$ cat config.mk
export PLATFORM = sky130hd
export DESIGN_NAME = host_cmd_latch
export DESIGN_NICKNAME = d
export VERILOG_FILES = /design/src/rtl/host_cmd_pkg.sv /design/src/rtl/strobe_edge.sv /design/src/rtl/field_reg.sv /design/src/rtl/byte_compare.sv /design/src/rtl/host_cmd_latch.sv
export SDC_FILE = /design/constraint.sdc
export NUM_CORES = 1
export LEC_CHECK = 0
export BUFFER_PORTS_ARGS = -buffer_cell sky130_fd_sc_hd__buf_4
export CORE_AREA = 4 4 64 66
export CTS_CLUSTER_DIAMETER = 60
export DETAILED_ROUTE_END_ITERATION = 7
export DIE_AREA = 0 0 68 70
export PLACE_DENSITY = 0.71
export SYNTH_ARGS = -nofsm -noshare
export SYNTH_HDL_FRONTEND = slang
export SYNTH_SLANG_ARGS = --single-unit
$ cat constraint.sdc
create_clock -name clk -period 1.16 [get_ports clk]
set_clock_uncertainty 0.2 [all_clocks]
set_input_delay 0.058 -clock clk [delete_from_list [all_inputs] [get_ports clk]]
set_output_delay 0.058 -clock clk [all_outputs]
set_load 0.01 [all_outputs]
$ cat src/rtl/host_cmd_pkg.sv
package host_cmd_pkg;
  // Mode nibble as carried in the upper half of the mode/high-address byte
  typedef struct packed {
    logic spare;   // bit 7
    logic rd_go;   // bit 6
    logic sock;    // bit 5
    logic nib;     // bit 4
  } mode_t;

  localparam int MODE_W = $bits(mode_t);

  // Strobe indices
  localparam int STB_MODE = 0;
  localparam int STB_LOW  = 1;
  localparam int STB_DATA = 2;
  localparam int STB_N    = 3;
endpackage

$ cat src/rtl/strobe_edge.sv
module strobe_edge #(
  parameter int STAGES = 2
) (
  input  logic clk,
  input  logic rst,
  input  logic strobe_n,
  output logic fire
);
  // sh[0..STAGES-1] synchroniser, sh[STAGES] previous synchronised level
  logic [STAGES:0] sh;

  always_ff @(posedge clk) begin
    if (rst) sh <= '1;
    else     sh <= {sh[STAGES-1:0], strobe_n};
  end

  assign fire = sh[STAGES] & ~sh[STAGES-1];
endmodule

$ cat src/rtl/field_reg.sv
module field_reg #(
  parameter int W = 8
) (
  input  logic         clk,
  input  logic         rst,
  input  logic         load,
  input  logic [W-1:0] d,
  output logic [W-1:0] q
);
  always_ff @(posedge clk) begin
    if (rst)       q <= '0;
    else if (load) q <= d;
  end
endmodule

$ cat src/rtl/byte_compare.sv
module byte_compare #(
  parameter int W = 8
) (
  input  logic         clk,
  input  logic         rst,
  input  logic [W-1:0] a,
  input  logic [W-1:0] b,
  output logic         eq
);
  always_ff @(posedge clk) begin
    if (rst) eq <= 1'b0;
    else     eq <= (a == b);
  end
endmodule

$ cat src/rtl/host_cmd_latch.sv
module host_cmd_latch
  import host_cmd_pkg::*;
#(
  parameter int DATA_W      = 8,
  parameter int ADDR_W      = 12,
  parameter int SYNC_STAGES = 2
) (
  input  logic              clk,
  input  logic              rst,
  input  logic [DATA_W-1:0] host_data_n,
  input  logic              wr_mode_n,
  input  logic              wr_low_n,
  input  logic              wr_data_n,
  input  logic [DATA_W-1:0] rd_back,
  input  logic              wide_word,
  output logic [ADDR_W-1:0] dev_addr,
  output logic [DATA_W-1:0] wr_byte,
  output logic              spare_ctl,
  output logic              read_go,
  output logic              sock_sel,
  output logic              nib_sel,
  output logic [3:0]        ctl_in,
  output logic              prog_start,
  output logic              match
);
  localparam int HI_W = ADDR_W - DATA_W;

  logic [DATA_W-1:0] bus_val;
  logic [STB_N-1:0]  strobes_n;
  logic [STB_N-1:0]  fire;
  logic [HI_W-1:0]   addr_hi;
  logic [DATA_W-1:0] addr_lo;
  mode_t             mode_q;

  assign bus_val   = ~host_data_n;
  assign strobes_n = {wr_data_n, wr_low_n, wr_mode_n};

  for (genvar g = 0; g < STB_N; g++) begin : g_stb
    strobe_edge #(.STAGES(SYNC_STAGES)) i_edge (
      .clk     (clk),
      .rst     (rst),
      .strobe_n(strobes_n[g]),
      .fire    (fire[g])
    );
  end

  field_reg #(.W(MODE_W)) i_mode (
    .clk (clk), .rst(rst), .load(fire[STB_MODE]),
    .d   (bus_val[DATA_W-1 -: MODE_W]), .q(mode_q)
  );

  field_reg #(.W(HI_W)) i_addr_hi (
    .clk (clk), .rst(rst), .load(fire[STB_MODE]),
    .d   (bus_val[HI_W-1:0]), .q(addr_hi)
  );

  field_reg #(.W(DATA_W)) i_addr_lo (
    .clk (clk), .rst(rst), .load(fire[STB_LOW]),
    .d   (bus_val), .q(addr_lo)
  );

  field_reg #(.W(DATA_W)) i_wdata (
    .clk (clk), .rst(rst), .load(fire[STB_DATA]),
    .d   (bus_val), .q(wr_byte)
  );

  byte_compare #(.W(DATA_W)) i_cmp (
    .clk(clk), .rst(rst), .a(wr_byte), .b(rd_back), .eq(match)
  );

  always_ff @(posedge clk) begin
    if (rst) begin
      prog_start <= 1'b0;
      ctl_in     <= '0;
    end else begin
      prog_start <= fire[STB_DATA];
      ctl_in     <= {2'b00, mode_q.nib & ~wide_word, mode_q.sock};
    end
  end

  assign dev_addr  = {addr_hi, addr_lo};
  assign spare_ctl = mode_q.spare;
  assign read_go   = mode_q.rd_go;
  assign sock_sel  = mode_q.sock;
  assign nib_sel   = mode_q.nib;
endmodule

Word level (Yosys, flattened, before mapping)
Index checks and enable logic that the tools add are counted.
{"block": "totals", "regBits": 39, "inputBits": 22, "out_inout_bits": 30, "word_cells": 21}
{"block": "op_classes", "eq_ne": 1, "n_bitwise": 9}
{"operator": "8-bit equality test", "count": 1}
{"operator": "8-bit NOT", "count": 1}
{"operator": "1-bit bitwise AND", "count": 4}
{"operator": "1-bit NOT", "count": 4}

Longest topological paths before layout
Gate-level depths: netlist (run 1).
{"block": "logic_depth", "ltp_word": 2, "ltp_mapped": 5, "ltp_nobuf": 3}

By module
From an unflattened synthesis (run 1), not the netlist that was laid out.
{"block": "unflattened", "hier_cells": 128, "area_unflattened_um2": 1353.8}
{"module": "field_reg at i_addr_lo ...", "n_inst": 2, "cells_each": 26, "area_per_inst_um2": 285.3}
{"module": "field_reg at i_addr_hi ...", "n_inst": 2, "cells_each": 13, "area_per_inst_um2": 140.1}
{"module": "strobe_edge", "n_inst": 3, "cells_each": 7, "area_per_inst_um2": 85.1}
{"module": "host_cmd_latch", "n_inst": 1, "cells_each": 17, "area_per_inst_um2": 133.9}
{"module": "byte_compare", "n_inst": 1, "cells_each": 12, "area_per_inst_um2": 113.9}

Worst setup path after synthesis (run 1)
No wires, ideal clock.
{"block": "synth_timing", "path_kind": "register -> register", "start": "register g_stb[2].i_edge.sh[2]", "end": "register i_wdata.q[5]", "setup_ns": 0.079, "arrival_ns": 0.878, "t_required_ns": 0.881, "slack_ns": 0.002, "stages_incl_launch_ff": 6, "path_buffers": 2, "path_cell_list": "dfxtp_1 -> nor2b_4 -> buf_6 -> buf_12 -> nor2_2 -> a211oi_2"}
{"block": "synth_between", "elab_chain_cells": 1}
{"item": "start: declaration", "line": "strobe_edge.sv:10", "text": "logic [STAGES:0] sh;"}
{"item": "start signal: assignment", "line": "strobe_edge.sv:14", "text": "else sh <= {sh[STAGES-1:0], strobe_n};"}
{"item": "1-bit bitwise AND", "line": "strobe_edge.sv:17", "text": "assign fire = sh[STAGES] & ~sh[STAGES-1];"}
{"item": "end signal: assignment", "line": "field_reg.sv:11", "text": "if (rst) q <= '0;"}
{"item": "end signal: assignment", "line": "field_reg.sv:12", "text": "else if (load) q <= d;"}
{"item": "end: declaration", "line": "field_reg.sv:8", "text": "output logic [W-1:0] q"}
No other way between the ends.
A chain may end at the register's enable or synchronous reset.

Worst setup path in the final report (run 1)
{"block": "layout_timing", "start": "register g_stb[0].i_edge.sh[2]", "end": "register i_mode.q[0]"}
{"block": "layout_between", "elab_chain_cells": 1}
{"item": "start: declaration", "line": "strobe_edge.sv:10"}
{"item": "start signal: assignment", "line": "strobe_edge.sv:14"}
{"item": "1-bit bitwise AND", "line": "strobe_edge.sv:17"}
{"item": "end signal: assignment", "line": "field_reg.sv:11"}
{"item": "end signal: assignment", "line": "field_reg.sv:12"}
{"item": "end: declaration", "line": "field_reg.sv:8"}
No other way between the ends.

==> impl_metrics.csv, run 1 <==
group,metric,value,unit
clock_network,htreeDepth,2,
floorplanning,core,0.00358,mm2
floorplanning,dieArea,0.00476,mm2
global_route,grt_max_degree,32,
route,drt_pass1_iterations,4,
worst_setup_path,startpoint_type,"register",
worst_setup_path,worst-r2r-cell-count,4,
outcome,failed_checks,"hold timing, setup timing",
worst_setup_path,r2r-end,"i_mode.q[0]$_SDFFE_PP0P_",
global_route,grt_usage,14.2,%
layout,multi_input_area,646,um2
global_route,grt_pass1_wl,5220,um
power_and_ir_drop,power,2770,uW
layout,antennaDiodeCount,0,
global_route,antenna_found_initial,0,
timing,setup_violations,3,
logic_synthesis,synth_seq_cells,37,
global_route,grt_pass1_vias,1165,
timing,worst_slack,-0.0234,ns
timing,holdWs,-0.0435,ns
hold_path,holdPathStages,2,
clock_network,cts-buffers-inserted,5,
route,via_per_inst,4.55,
clock_network,ctsRootBufferMaster,"clkbuf_4",
hold_path,hp-class,"input pin to register",
route,wl_per_cell,13.1,um
logic_synthesis,yosys_most_used_dff,"dfxtp_1",
route,wl_met1,1370,um
logic_synthesis,yosysUniqueCellTypes,21,
worst_setup_path,end_kind,"register",
hold_path,hold_end,"i_wdata.q[5]$_SDFFE_PP0P_",
worst_setup_path,worstPathArrival,1.23,ns
placed_design,io_buffers,49,
route,met3_length,178,um
clock_network,cts.path.max_buffers,2,
route,topRoutingLayerUsed,"met4",
logic_synthesis,syn_area,0.00146,mm2
logic_synthesis,synth_edf_count,0,
worst_setup_path,crit_path_start,"g_stb[0].i_edge.sh[2]$_SDFF_PP1_",
floorplanning,start_util,40.7,%
timing,hold_viol,18,
run,maxCapViolCount,0,
layout,nets,229,
clock_network,cts.reportedPaths.clkPinSlew,0.11,ns
placed_design,place_congestion,0.754,
placed_design,dp_hpwl,2310,um
route,drtAntennaViolNets,0,
layout,postLayoutCoreUtil,65.3,%
logic_synthesis,yosys_warnings,0,
power_and_ir_drop,powerDensity,1190,mW/mm2
floorplanning,die_h,70,um
route,drt_iter0_markers,23,
logic_synthesis,ys_seq_area_share,50.8,%
timing,setup-tns-final,-0.0445,ns
layout,areaGrowthSynthToFinish,60.3,%
clock_network,clk_latency,0.32,ns
timing,finalMaxSlewViolations,0,
logic_synthesis,postSynth.asyncResetShare,0,%
logic_synthesis,syn_avg_cell_area,11.7,um2
route,via_count,1166,
power_and_ir_drop,ir_drop,1.03,mV
timing,post-route-period-util,102,%
hold_path,hp-start,"rst",
clock_network,cts_tree,"built",
timing,clock.fmax,0.845,GHz
route,drc,0,
worst_setup_path,required,1.21,ns
timing,min_period,1.18,ns
placed_design,dp_slack,-0.0517,ns
clock_network,clkSinkCount,37,
layout,drive_gt1_share,64.4,%
floorplanning,rows,22,
worst_setup_path,path_max_fanout,6,
layout,fillCellCount,286,
floorplanning,die_w,68,um
layout,register_area,758,um2
worst_setup_path,crit_type,"register to register",
route,finalWirelength,3370,um
route,wl_met2,1810,um
floorplanning,io_pins,52,
timing,rsz0062_at_grt,"yes",
outcome,outcome,"finished, violations left",
worst_setup_path,reg2reg_from,"g_stb[0].i_edge.sh[2]$_SDFF_PP1_",
worst_setup_path,r2r_slack,-0.02,ns
power_and_ir_drop,cellLeakagePower,0.000969,uW
global_route,grt_overflow,0,
logic_synthesis,syn_inst,125,
## metrics by stage
stage          cell area, um2  instances
6_report                 2340        256
3_3_place_gp             1880        221
4_1_cts                  2220        248
3_5_place_dp             1880        221
5_1_grt                  2340        256
2_1_floorplan            1460        126
## critical path: stages (launching register included)
cell      delay [ns]
dfxtp_2         0.33
nor2b_4         0.21
buf_6           0.16
nor2_2          0.04
a211oi_2        0.16
## power breakdown
| group | internal, uW | switching [uW] |
|---|---|---|
| combinational | 279 | 203 |
| clock | 515 | 399 |
| sequential | 1330 | 42.4 |
| total | 2130 | 645 |
## area by class of cell
type	instances	area share (%)
timing repair buffer	86	33.5
sequential	37	32.5
multi-input combinational	76	27.6
tap	48	2.57
clock buffer	7	2.36
clock inverter	1	1.29
inverter	1	0.161
## cells by family (layout without fill, tap and decap cells)
kind of cell    after synthesis  count (layout)  share of synthesized area [%]
compound gates               24              24                           20.6
xor+xnor                      8               8                           4.81
buf+inv                      13              95                           7.90
flops                        37              37                           50.8
other cells                   1               2                          0.257
simple gates                 42              42                           15.6
## metal layers
layer  global-route usage, %  vias up
met1                    15.9      549
met3                    5.47        2
met5                       0        -
met2                    24.3       30
met4                    3.97        0
li1                        -      585
## cells in the mapped netlist (2+ instances only)
master	number	area [um2]
a211oi_2	24	300
buf_2	4	20.0
buf_4	2	15.0
buf_6	5	56.3
dfxtp_1	37	741
nor2_1	19	71.3
nor2_2	6	37.5
nor2b_2	2	17.5
or2_1	5	31.3
or2_2	4	25.0
xnor2_1	7	61.3
## worst max path at each step
| stage | to | slack, ns |
|---|---|---|
| after global placement | i_mode.q[2]$_SDFFE_PP0P_ | 0.004 |
| after global routing | i_mode.q[0]$_SDFFE_PP0P_ | -0.1 |
| after CTS | i_wdata.q[0]$_SDFFE_PP0P_ | -0.03 |
| after floorplan | i_wdata.q[5]$_SDFFE_PP0P_ | 0.002 |
| after detailed placement | i_mode.q[0]$_SDFFE_PP0P_ | -0.05 |
| final | i_mode.q[0]$_SDFFE_PP0P_ | -0.02 |
## placed cells by master, fill, tap and decap left out
cell / Yosys / layout
dfxtp_2: 0 / 14
or2_1: 5 / 5
clkbuf_16: 0 / 1
xor2_1: 1 / 1
nor2b_1: 1 / 1
or2_2: 4 / 4
nor2_4: 0 / 1
buf_12: 1 / 2
bufinv_16: 0 / 1
dlygate4sd3_1: 0 / 20
clkbuf_4: 0 / 5
nor3b_1: 1 / 1
buf_4: 2 / 51
nor4_1: 1 / 1
buf_6: 5 / 12
nor2b_4: 1 / 3
nand3_1: 1 / 1
nor2_2: 6 / 15
clkbuf_8: 0 / 1
a211oi_2: 24 / 24
nand4_1: 1 / 1
nor2_1: 19 / 9
dfxtp_1: 37 / 23
clkbuf_1: 0 / 1
inv_1: 1 / 1
xnor2_1: 7 / 7
conb_1: 1 / 2
## sequential cells by signal (all words and copies together) (netlist names)
register         count
prog_start           1
i_addr_lo.q          8
i_addr_hi.q          4
ctl_in               2
i_cmp.eq             1
i_wdata.q            8
i_mode.q             4
g_stb.i_edge.sh      9
## what timing repair did
action / in CTS / in global routing
hold endpoints to repair: 30 / 14
endpoints found under the setup margin: 22 / 33
pin swaps: 6 / 19
hold buffers: 17 / 3
setup buffers: 2 / 5
resized for setup: 19 / 21
gates cloned: 1 / 1
Note: power is estimated with default switching activity, not from simulation.
==> run 2, diff against run 1 <==
Settings changed: PLACE_DENSITY 0.71 to 0.82.
==> run 2 against run 1 <==
The run still ends with hold timing, setup timing left. Sequential share of layout area down 0.69 points. Combinational power up 7.3%. Via count up 1.5%. Final cell count down 0.39%. Utilization up 2.4 points. Power up 1.7%. Clock power up 0.9%. Routed wire length up 5.8%. Global-route usage up 1.3 points. Final area up 3.7%. Highest routed layer unchanged.
==> impl_metrics.csv, run 2 (same netlist as run 1, synthesis figures left out) <==
group,metric,value,unit
outcome,outcome,"finished, violations left",
outcome,failed_checks,"hold timing, setup timing",
worst_setup_path,worst-r2r-cell-count,4,
worst_setup_path,end_kind,"primary output",
worst_setup_path,worstSetupEndpoint,"wr_byte[5]",
clock_network,cts.reportedPaths.clkPinSlew,0.11,ns
global_route,grt_usage,15.5,%
floorplanning,io_pins,52,
layout,nets,228,
placed_design,dpl.cell_count,223,
worst_setup_path,startpoint_type,"register",
placed_design,dpl_cell_area,0.00189,mm2
timing,setup_violations,1,
layout,areaGrowthSynthToFinish,66.2,%
layout,final_area,0.00242,mm2
power_and_ir_drop,ir_drop,0.684,mV
timing,clock.fmax,0.861,GHz
route,drtAntennaViolNets,0,
timing,holdWs,-0.0606,ns
clock_network,clk_latency,0.33,ns
clock_network,cts-buffers-inserted,5,
worst_setup_path,crit_path_start,"i_wdata.q[5]$_SDFFE_PP0P_",
route,wl_per_cell,14.0,um
route,via_count,1184,
layout,final_cells,255,
worst_setup_path,reg2reg_from,"g_stb[2].i_edge.sh[2]$_SDFF_PP1_",
worst_setup_path,worstPathArrival,0.90,ns
layout,antennaDiodeCount,0,
clock_network,htreeDepth,2,
timing,post-route-period-util,100,%
route,via_per_inst,4.64,
global_route,grt_overflow,0,
timing,hold_viol,20,
timing,rsz0062_at_grt,"yes",
floorplanning,start_util,40.7,%
placed_design,place_congestion,0.727,
clock_network,cts_tree,"built",
route,drt_iter0_markers,32,
timing,worst_slack,-0.000915,ns
global_route,grt_max_degree,32,
clock_network,cts.path.max_buffers,2,
run,maxCapViolCount,0,
timing,min_period,1.16,ns
floorplanning,die_h,70,um
floorplanning,core,0.00358,mm2
clock_network,hold_buffers,20,
route,drt_pass1_iterations,4,
global_route,grt_pass1_wl,5590,um
layout,top_regs,"g_stb.i_edge.sh x9, i_addr_lo.q x8, i_wdata.q x8",
layout,top_register,"g_stb.i_edge.sh",
layout,drive_gt1_share,70.5,%
power_and_ir_drop,cellLeakagePower,0.000998,uW
worst_setup_path,r2r_slack,-0.0009,ns
route,drc,0,
floorplanning,die_w,68,um
clock_network,clkSinkCount,37,
floorplanning,dieArea,0.00476,mm2
power_and_ir_drop,powerDensity,1160,mW/mm2
worst_setup_path,required,0.90,ns
worst_setup_path,path_max_fanout,2,
placed_design,dp_slack,-0.0305,ns
global_route,grt_pass1_vias,1212,
layout,layout_commonest_cell,"buf_4",
placed_design,dp_hpwl,2240,um
worst_setup_path,crit_type,"register to primary output",
layout,largest_reg_flops,9,
timing,finalMaxSlewViolations,0,
global_route,antenna_found_initial,0,
layout,final_cell_mix,"50 x buf_4, 24 x a211oi_2, 20 x dfxtp_1, 20 x dlygate4sd3_1, 14 x dfxtp_2",
placed_design,io_buffers,49,
worst_setup_path,r2r-end,"i_wdata.q[2]$_SDFFE_PP0P_",
clock_network,ctsRootBufferMaster,"clkbuf_4",
hold_path,hp-class,"input pin to register",
route,finalWirelength,3560,um
floorplanning,rows,22,
run 2: layout make-up:
| class | count | area, um2 |
|---|---|---|
| fill | 272 | 1160 |
| timing repair buffer | 85 | 774 |
| sequential | 37 | 769 |
| multi-input combinational | 76 | 729 |
| tap | 48 | 60.1 |
| clock buffer | 7 | 55.1 |
| clock inverter | 1 | 30.0 |
| inverter | 1 | 3.75 |
run 2: timing repair:
action	CTS	global route
pin swaps	8	16
setup endpoints to repair	23	30
setup buffers	3	4
gates resized for setup	31	34
endpoints found under the hold margin	30	16
gates cloned	1	0
run 2: metrics by stage:
step / total power, uW / util, % / setup TNS [ns]
finish: 2820 / 67.7 / -0.000915
CTS: 2800 / 64.5 / -0.320
global placement: 1780 / 52.9 / 0
detailed placement: 1790 / 52.9 / -0.122
floorplan: 1610 / - / 0
global route: 2950 / 67.7 / -0.515
run 2: how the worst min path moves through the flow:
stage	start	slack (ns)	cells past startpoint	endpoint
6_report	rst	-0.06	2	ctl_in[0]$_SDFF_PP0_
5_1_grt	rst	-0.06	2	i_mode.q[0]$_SDFFE_PP0P_
4_1_cts	rst	-0.07	2	i_wdata.q[6]$_SDFFE_PP0P_
3_5_place_dp	wide_word	0.02	2	ctl_in[1]$_SDFF_PP0_
3_3_place_gp	wide_word	0.02	2	ctl_in[1]$_SDFF_PP0_
2_1_floorplan	wide_word	-0.07	1	ctl_in[1]$_SDFF_PP0_
run 2: critical path, cell delays in order (launching register included):
cell	delay [ns]
dfxtp_2	0.34
buf_6	0.11
buf_6	0.11
run 2: layer usage:
metal / vias up / track usage (%) / wire length (um)
li1: 582 / - / -
met1: 565 / 18.0 / 1470
met2: 31 / 26.9 / 1860
met3: 6 / 4.34 / 177
met4: 0 / 4.64 / 46
met5: - / 0 / 0
run 2: report_power, final:
| part | leakage [uW] | internal, uW | switching (uW) | total [uW] |
|---|---|---|---|---|
| Clock | 0.0000455 | 515 | 408 | 922 |
| Combinational | 0.000645 | 299 | 218 | 517 |
| Sequential | 0.000307 | 1330 | 48.6 | 1380 |
==> run 3, diff against run 2 <==
Settings changed: SKIP_CTS_REPAIR_TIMING set to 1.
Clock period 1.16 ns to 0.97 ns, I/O delays scaled along.
==> run 3 against run 2 <==
The run still ends with hold timing, setup timing left. Flip-flop and latch count unchanged. Sequential share of layout area decreased by 2.6 points. Utilization increased by 7.7 points. Final area is 11% higher. Non-clock buffer count rose by 16. Power increased by 19%. Largest power group unchanged. Final cell count increased by 6.3%. Setup slack worse by 0.27 ns. Register-to-register slack lost 0.27 ns. Worst hold slack lost 0.15 ns. First-iteration DRC count up 44%.
==> impl_metrics.csv, run 3 (same netlist as run 1, synthesis figures left out) <==
group,metric,value,unit
layout,top_register,"g_stb.i_edge.sh",
floorplanning,die_w,68,um
worst_setup_path,r2r-end,"i_wdata.q[2]$_SDFFE_PP0P_",
layout,top_regs,"g_stb.i_edge.sh x9, i_addr_lo.q x8, i_wdata.q x8",
route,finalWirelength,4420,um
timing,post-route-period-util,127,%
worst_setup_path,end_kind,"register",
power_and_ir_drop,power,3350,uW
layout,fillCellCount,211,
placed_design,io_buffers,49,
worst_setup_path,required,1.03,ns
power_and_ir_drop,powerDensity,1240,mW/mm2
route,drt_pass1_iterations,4,
hold_path,holdPathStages,4,
timing,worst_slack,-0.266,ns
global_route,grt_max_degree,20,
global_route,grt_usage,14.8,%
layout,postLayoutCoreUtil,75.4,%
floorplanning,rows,22,
clock_network,clk_latency,0.34,ns
floorplanning,start_util,40.7,%
global_route,grt_pass1_wl,5340,um
clock_network,ctsRootBufferMaster,"clkbuf_4",
clock_network,cts.path.max_buffers,2,
layout,drive_gt1_share,83.4,%
global_route,grt-busiest-layer,"met2",
timing,setup-tns-final,-8.26,ns
global_route,antenna_found_initial,0,
route,drtAntennaViolNets,0,
layout,antennaDiodeCount,0,
worst_setup_path,reg2reg_from,"g_stb[2].i_edge.sh[2]$_SDFF_PP1_",
route,drt_iter0_markers,46,
global_route,grtUsageMet1,16.3,%
clock_network,htreeDepth,2,
layout,layout_commonest_cell,"buf_4",
floorplanning,io_pins,52,
timing,hold_viol,25,
layout,largest_reg_flops,9,
layout,final_cell_mix,"47 x buf_4, 35 x buf_6, 27 x dfxtp_2",
worst_setup_path,startpoint_type,"register",
timing,clock.fmax,0.809,GHz
power_and_ir_drop,ir_drop,0.912,mV
timing,holdWs,-0.216,ns
floorplanning,dieArea,0.00476,mm2
route,wl_per_cell,16.3,um
global_route,grt_use_met3,4.02,%
power_and_ir_drop,cellLeakagePower,0.00115,uW
layout,nets,244,
route,via_per_inst,4.63,
route,drc,0,
outcome,outcome,"finished, violations left",
outcome,failed_checks,"hold timing, setup timing",
worst_setup_path,r2r_slack,-0.27,ns
global_route,use_met2,25.2,%
timing,rsz0062_at_grt,"yes",
run,maxCapViolCount,0,
route,via_count,1255,
hold_path,hp-start,"rd_back[7]",
floorplanning,die_h,70,um
worst_setup_path,path_max_fanout,8,
clock_network,cts_tree,"built",
worst_setup_path,worstPathArrival,1.29,ns
hold_path,hold_end,"i_cmp.eq$_SDFF_PP0_",
layout,areaGrowthSynthToFinish,85.1,%
clock_network,clkSinkCount,37,
timing,setup_violations,53,
global_route,grt_pass1_vias,1186,
worst_setup_path,crit_type,"register to register",
clock_network,cts-buffers-inserted,5,
hold_path,hp-class,"input pin to register",
placed_design,dp_hpwl,2510,um
global_route,grt_overflow,0,
placed_design,place_congestion,0.768,
clock_network,cts.reportedPaths.clkPinSlew,0.12,ns
floorplanning,core,0.00358,mm2
worst_setup_path,worst-r2r-cell-count,4,
timing,finalMaxSlewViolations,0,
timing,min_period,1.24,ns
==> run 3: cell count changes in the layout (fill, tap and decap cells not counted), moves of 2 or more <==
cell           change
buf_6             +24
nor2_2             -2
buf_4              -3
xnor2_1            -3
nor2_4             +2
dlygate4sd3_1      -8
dfxtp_1           -13
clkbuf_16          +3
xnor2_2            +3
dfxtp_2           +13
==> run 3: how the worst max path moves through the flow <==
stage / from / end / slack (ns)
global route: g_stb[2].i_edge.sh[2]$_SDFF_PP1_ / i_wdata.q[2]$_SDFFE_PP0P_ / -0.30
global placement: g_stb[2].i_edge.sh[2]$_SDFF_PP1_ / i_wdata.q[1]$_SDFFE_PP0P_ / -0.14
floorplan: g_stb[2].i_edge.sh[2]$_SDFF_PP1_ / i_wdata.q[0]$_SDFFE_PP0P_ / -0.16
detailed placement: g_stb[1].i_edge.sh[2]$_SDFF_PP1_ / i_addr_lo.q[3]$_SDFFE_PP0P_ / -0.19
finish: g_stb[2].i_edge.sh[2]$_SDFF_PP1_ / i_wdata.q[2]$_SDFFE_PP0P_ / -0.27
CTS: i_wdata.q[0]$_SDFFE_PP0P_ / wr_byte[0] / -0.27
==> run 3: area by class of cell <==
| type | count | area, um2 | area share, % |
|---|---|---|---|
| Inverter | 1 | 3.75 | 0.139 |
| Sequential cell | 37 | 786 | 29.1 |
| Tap cell | 48 | 60.1 | 2.23 |
| Clock inverter | 1 | 5.00 | 0.186 |
| Clock buffer | 7 | 65.1 | 2.41 |
| Timing Repair Buffer | 101 | 1020 | 37.9 |
| Multi-Input combinational cell | 76 | 756 | 28.0 |
==> run 3: power by group <==
| part | total, uW | internal, uW | switching (uW) |
|---|---|---|---|
| clock | 943 | 420 | 523 |
| combinational | 753 | 449 | 304 |
| sequential | 1660 | 1600 | 59.8 |
==> run 3: critical path, stage by stage, from the launching register on <==
cell and delay (ns):
dfxtp_2 0.36, nor2b_4 0.20, buf_12 0.17, nor2_4 0.04, a211oi_2 0.17
==> run 3: through the flow <==
stage	cell area (um2)	std cells	setup WS, ns
6_report	2700	271	-0.266
3_3_place_gp	1960	227	-0.140
4_1_cts	2030	235	-0.266
5_1_grt	2700	271	-0.303
2_1_floorplan	1480	126	-0.155
3_5_place_dp	1960	227	-0.191
==> run 3: metal layers <==
metal / share of wire (%) / wire, um
met1: 40 / 1780
met2: 54 / 2370
met3: 4.7 / 206
met4: 1.4 / 61
met5: 0 / 0
